[src/rtl/tap_sweep_seq.sv]
module tap_sweep_seq #(
  parameter int CLK_HZ   = 200_000_000,
  parameter int VEC_W    = 32,
  parameter int TAP_W    = 8,
  parameter int PROBE_TO = 4096
) (
  input  logic             clk,
  input  logic             rst_n,
  input  logic             start,
  input  logic [1:0]       bus_mode,
  input  logic [TAP_W-1:0] tap_count,
  output logic [TAP_W-1:0] tap_sel,
  output logic             probe_req,
  input  logic             probe_ack,
  input  logic             probe_ok,
  input  logic [VEC_W-1:0] cmp_status,
  output logic             busy,
  output logic             done,
  output logic             ran,
  output logic [VEC_W-1:0] pass_vec,
  output logic [VEC_W-1:0] match_vec
);
  localparam int WAIT_CYC = (CLK_HZ / 1000 < 1) ? 1 : CLK_HZ / 1000;
  localparam int WC_W     = $clog2(WAIT_CYC + 1);
  localparam int TO_W     = $clog2(PROBE_TO + 1);
  localparam int STEP_W   = $clog2(VEC_W);
  localparam logic [WC_W-1:0] W_LAST  = WC_W'(WAIT_CYC - 1);
  localparam logic [TO_W-1:0] TO_LAST = TO_W'(PROBE_TO - 1);

  typedef enum logic [1:0] {S_IDLE, S_PROBE, S_WAIT} state_t;
  state_t state;

  logic [TAP_W-1:0]  n_q;
  logic [STEP_W-1:0] step;
  logic [WC_W-1:0]   wcnt;
  logic [TO_W-1:0]   tcnt;

  logic [TAP_W:0] two_n_in, two_n_q;
  logic           skip, last_step, tap_wrap, probe_end;

  assign two_n_in  = {tap_count, 1'b0};
  assign two_n_q   = {n_q, 1'b0};
  assign skip      = (bus_mode == 2'd0) || (tap_count == '0) ||
                     (two_n_in >= (TAP_W+1)'(VEC_W));
  assign last_step = ((TAP_W+1)'(step) == two_n_q - 1'b1);
  assign tap_wrap  = (tap_sel == n_q - 1'b1);
  assign probe_end = probe_ack || (tcnt == TO_LAST);
  assign busy      = (state != S_IDLE);

  always_ff @(posedge clk or negedge rst_n) begin
    if (!rst_n) begin
      state     <= S_IDLE;
      n_q       <= '0;
      step      <= '0;
      wcnt      <= '0;
      tcnt      <= '0;
      tap_sel   <= '0;
      probe_req <= 1'b0;
      done      <= 1'b0;
      ran       <= 1'b0;
      pass_vec  <= '0;
      match_vec <= '0;
    end else begin
      done <= 1'b0;
      case (state)
        S_IDLE: if (start) begin
          pass_vec  <= '0;
          match_vec <= '0;
          step      <= '0;
          wcnt      <= '0;
          tcnt      <= '0;
          tap_sel   <= '0;
          n_q       <= tap_count;
          if (skip) begin
            done <= 1'b1;
            ran  <= 1'b0;
          end else begin
            ran       <= 1'b1;
            probe_req <= 1'b1;
            state     <= S_PROBE;
          end
        end
        S_PROBE: begin
          if (probe_end) begin
            pass_vec[step]  <= probe_ack & probe_ok;
            match_vec[step] <= (cmp_status == '0);
            probe_req       <= 1'b0;
            wcnt            <= '0;
            state           <= S_WAIT;
          end else begin
            tcnt <= tcnt + 1'b1;
          end
        end
        S_WAIT: begin
          if (wcnt == W_LAST) begin
            if (last_step) begin
              done  <= 1'b1;
              state <= S_IDLE;
            end else begin
              step      <= step + 1'b1;
              tap_sel   <= tap_wrap ? '0 : tap_sel + 1'b1;
              tcnt      <= '0;
              probe_req <= 1'b1;
              state     <= S_PROBE;
            end
          end else begin
            wcnt <= wcnt + 1'b1;
          end
        end
        default: state <= S_IDLE;
      endcase
    end
  end
endmodule

[config.mk]
export PLATFORM = sky130hd
export DESIGN_NAME = tap_sweep_seq
export DESIGN_NICKNAME = d
export VERILOG_FILES = /design/src/rtl/tap_sweep_seq.sv
export SDC_FILE = /design/constraint.sdc
export NUM_CORES = 1
export LEC_CHECK = 0
export CORE_MARGIN = 4
export CORE_UTILIZATION = 60
export DETAILED_ROUTE_END_ITERATION = 8
export DONT_BUFFER_PORTS = 1
export PLACE_DENSITY = 0.87
export SKIP_LAST_GASP = 1
export SLEW_MARGIN = 5
export SYNTH_ARGS = -nofsm -noshare
export SYNTH_HDL_FRONTEND = slang
export SYNTH_SLANG_ARGS = --single-unit
[constraint.sdc]
create_clock -name clk -period 3.4 [get_ports clk]
set_input_delay 0.51 -clock clk [delete_from_list [all_inputs] [get_ports clk]]
set_output_delay 0.51 -clock clk [all_outputs]
set_load 0.02 [all_outputs]
==> Yosys cells after proc, flatten, opt, wreduce, memory -nomap -nowiden <==
Index checks and enable logic that the tools add are counted.
{ "op_classes": {"add_sub_neg": 6, "magnitude_cmp": 3, "eq_ne": 13, "muxes": 45, "bitwise_logic": 1, "reduce_logical": 19} }
{ "op_table": {"columns": ["cell", "n"], "rows": [
  ["32-bit one-hot mux with 2 select lines", 2],
  ["32-bit two-way mux", 3],
  ["32-bit bitwise mux", 2],
  ["18-bit two-way mux", 3],
  ["18-bit one-hot mux with 3 select lines", 1],
  ["13-bit two-way mux", 4],
  ["13-bit one-hot mux with 3 select lines", 1],
  ["32-bit logical NOT", 1],
  ["8-bit two-way mux", 4],
  ["18-bit by 1-bit adder with 18-bit output (second input constant)", 1],
  ["18-bit == test (second input constant)", 1],
  ["8-bit one-hot mux with 2 select lines", 1],
  ["5-bit two-way mux", 3],
  ["2-bit inequality test (second input constant)", 7],
  ["13-bit by 1-bit adder with 13-bit output (second input constant)", 1],
  ["13-bit by 12-bit == test with 1-bit output (second input constant)", 1],
  ["1-bit two-way mux", 12],
  ["4-bit AND reduction", 3],
  ["5-bit one-hot mux with 2 select lines", 1],
  ["5-bit by 9-bit == test with 1-bit output", 1],
  ["9-bit by 6-bit >= comparator with 1-bit output (second input constant)", 1],
  ["9-bit by 1-bit subtractor with 9-bit output (second input constant)", 1],
  ["8-bit by 1-bit adder with 8-bit output (second input constant)", 1],
  ["8-bit == test", 1],
  ["other kinds (22)", 30]
]} }
{ "totals": {"reg_bits": 121, "in_bits": 47, "output_inout_bits": 76, "word_cells": 98} }

==> Logic depth before layout (Yosys ltp) <==
{ "logic_depth": {"word_depth": 7, "depth_mapped": 11, "depth_no_buf": 9} }

==> Least setup slack after synthesis <==
Ideal clock, no wire load.
{ "synth_path": {"path_kind": "register to register", "from": "register n_q[0]", "to": "register tap_sel[2]", "setup_ns": 0.126, "arrival_ns": 2.313, "required_time_ns": 3.274, "path_slack_ns": 0.961, "path_stages_with_launch": 10, "path_buffers": 0, "period_less_slack_ns": 2.439, "path_cell_list": "dfrtp_1 > inv_1 > ha_1 > xnor2_1 > a311oi_1 > nand4_1 > o31a_1 > a211o_1 > nor2b_4 > a221o_1"} }
{ "synth_between": {"elab_chain_len": 6, "word_cells_on_any_way": 10, "classes_between": "add/sub: 2; eq/ne: 3; mux: 4; reduce/logical: 1"} }
{ "synth_lines": {"columns": ["item", "line", "source"], "rows": [
  ["from (decl)", "33", "logic [TAP_W-1:0] n_q;"],
  ["from (signal assigned)", "73", "n_q <= tap_count;"],
  ["8-bit by 1-bit subtractor with 8-bit output", "46", "assign tap_wrap = (tap_sel == n_q - 1'b1);"],
  ["8-bit == test", "46", null],
  ["8-bit two-way mux", "101", "tap_sel <= tap_wrap ? '0 : tap_sel + 1'b1;"],
  ["8-bit two-way mux", "96", "if (last_step) begin"],
  ["8-bit two-way mux", "95", "if (wcnt == W_LAST) begin"],
  ["8-bit one-hot mux with 2 select lines", "65", "case (state)"],
  ["to (signal assigned)", "101", null],
  ["to (decl)", "12", "output logic [TAP_W-1:0] tap_sel,"]
]} }
Parallel ways exist; a longest one is shown, timed or not. The select of a mux whose other input is x is not followed.
A chain may end at the register's enable or synchronous reset.

==> Final worst setup path <==
Ends and elaborated chain as after synthesis.

==> impl_results.md <==
- Die X: 108.9 um
- Number of flops mapped to enable cells by yosys: 0
- Share of layout cells above drive strength 1: 9.834%
- Top Ports: between 100 and 150
- Leading cell types by count after synthesis: 121 x dfrtp_1, 107 x nand2_1, 79 x o21ai_0
- Yosys reg bits: 121
- Fin crit period: around 2.8 ns
- Max incr delay on CP: ~0.44 ns
- Initial DRT Pass Iterations: 6
- Row count: 36
- Total wire length after detailed routing: between 15000 and 20000 um
- TritonCTS buffer count: 17
- H-tree depth: 4
- Fin. max-slew vios: 0
- Worst setup SP type: flop
- Total power per unit cell area: between 400 and 500 nW/um2
- Crit. End Element: flop
- Routed wire per std cell: between 20 and 25 um
- Worst-path clk slew: about 0.060 ns
- Layout area overhead: 11.21%
- Cell family with the largest share of critical-path delay: compound AO/OA/AOI/OAI gates
- CTS resizes: 0
- Slew @ Worst Pin: ~0.8 ns
- CTS tree: built
- Area contributors post-synth: dfrtp_1 50%, nand2_1 6.6%, o21ai_0 6.5%, a22o_1 6.0%, nor2_1 3.5%
- Post-CTS Setup Inserts: 0
- Top cell type's share of synthesized area: about half
- Worst relative slew slack: between 40% and 50%
- Largest net degree at the start of global routing: 122
- Final nets: 704
- Reg2reg setup slack: 0.60 ns
- Global placement routability congestion: between 0.9 and 1
- VDD IR-drop max: between 300 and 400 uV
- First-pass GRT wire length: approximately 26000 um
- Critical path class: reg -> reg
- Clk_lat worst skew: about 0.52 ns
- Max Fclk: roughly 360 MHz
- Vias: about 5300
- Vias in the first global route: roughly 5200
- Status: finished clean
- Die Area: between 10000 and 15000 um2
- Critical-path maximum fanout: 7
- Die Span Y: about 110 um
- Initial antenna violation count: 0
- Mapped Cells: 654
- Post-route ant nets: 0
- Longest Clk Path Bufs: 2
- Most instantiated library cell after synthesis: dfrtp_1
- Post-Syn Area: 6106 um2
- P_leak: about 0.0030 uW
- Initial core utilization: between 60% and 70%
- Syn avg cell area: approximately 9.3 um2
- DRT iter0 DRCs: 500
- Clk sink count: about 120
- CTS Hold Buffers Added: 2
- CP required: around 3.8 ns
- DP HPWL: around 11000 um
- Setup total negative slack: 0 ns
- Mapped Nets: 709
- Buffers on Ports: 0
- Placeable Area: approximately 9900 um2
- Library cells used by synthesis: slightly below 60
- WP depth: 9
- CTS root buf: clkbuf_8
- Area leader, netlist: dfrtp_1
- Arrival @ worst endpoint: around 3.2 ns
- Setup violators final: 0
- FFs w/ async S/R, synth: between 90% and 100%
- Tcrit/Tclk final: 82.27%
- Antenna fix cells: 0
- Seq/Total Area, Yosys: 49.59%
- CP Cell Sequence: inv_1, ha_1, xnor2_1, a311oi_1, nand4_1, o31a_1, a211o_1, nor2b_4, a221o_1
- Fin. Hold Viols: 0
- Top FF cell, synth: dfrtp_1
- Setup Skew: approximately 0.0065 ns
- Synth warn: 0
- All-Layer GR Usage: 27.86%
- R2R depth: 9
- Worst slack at placement: just under 0.7 ns
- Avg Vias per Cell: roughly 6.7
- Number of remaining DRC errors: 0
- Slowest-stage cell, CP: dfrtp_1
- Max_cap viols: 0
- Setup WS post-layout: about 0.60 ns
- HP Class: in -> reg
- Hold path cells: 2
- RSZ-0062 raised after global routing: false
- WP buf/inv: 1
- Fill cell count: 690
- Global route overflow: 0
==> area by class of cell <==
class / instances / area (um2) / area share, %
clock inverters: 12 / 117.6 / 1.732
clock buffers: 19 / 441.7 / 6.505
inverters: 10 / 37.54 / 0.5528
multi-input cells: 488 / 2894 / 42.62
repair buffers: 11 / 105.1 / 1.548
well taps: 133 / 166.4 / 2.451
flip-flops and latches: 121 / 3028 / 44.59
==> path summary, 6_finish.rpt <==
kind,start,end
max,n_q[0],tap_sel[2]
min,tap_count[3],n_q[3]
max reg2reg,n_q[0],tap_sel[2]
min reg2reg,tcnt[10],tcnt[10]
max in group asynchronous,rst_n,pass_vec[19]
min in group asynchronous,rst_n,done
==> flip-flops by register name, summed over array words and instances (netlist names) <==
register and flops:
wcnt 18, done 1, match_vec 32, state 2, step 5, tap_sel 8
ran 1, probe_req 1, pass_vec 32, tcnt 13, n_q 8
==> cells by family after synthesis <==
group           Yosys count  share of synthesized area (%)
buf+inv                  45                          3.176
fa+ha+maj                 8                          1.639
compound gates          181                          20.10
xor+xnor                 30                          4.303
simple gates            268                          21.00
mux                       1                         0.1844
flops                   121                          49.59
==> where the power goes <==
part	switching, uW	total [uW]	internal (uW)
clock	672	1680	1010
sequential	23.6	1480	1460
combinational	41.0	59.8	18.9
total	737	3220	2490
==> through the flow <==
| stage | instance area (um2) | utilization, % | hold slack [ns] | cells | power, uW |
|---|---|---|---|---|---|
| after floorplan | 6106 | - | 0.2144 | 654 | 1524 |
| after global placement | 6193 | 62.79 | 0.2182 | 761 | 1531 |
| after detailed placement | 6193 | 62.79 | 0.2213 | 761 | 1535 |
| after CTS | 6790 | 68.84 | 0.08730 | 794 | 3236 |
| after global routing | 6790 | 68.84 | 0.09492 | 794 | 3317 |
| final | 6790 | 68.84 | 0.09896 | 794 | 3225 |
==> cells in the final DEF, fill, tap and decap left out, types with 5 or more instances in the layout <==
master,instances
dfrtp_1,121
o21ai_0,78
xnor2_1,11
nand2_1,107
or3_1,5
nor4_1,12
o21ai_1,9
and3_1,12
inv_1,10
nor3_1,8
ha_1,8
buf_4,9
a22o_1,42
a22o_2,5
o211ai_1,6
a21oi_1,8
nand4_1,13
nand3_1,22
a31oi_1,6
xor2_1,19
nor2b_1,6
nor2_1,57
clkbuf_16,16
==> layer usage <==
layer  global-route usage, %  up-vias  wire length, um
li1                        -     2341                -
met1                   36.56     2615             6334
met2                   43.90      321             7953
met3                   7.815       64             1487
met4                   11.09        0              533
met5                       0        -                0
No activity file was read; power rests on OpenSTA's default activity.
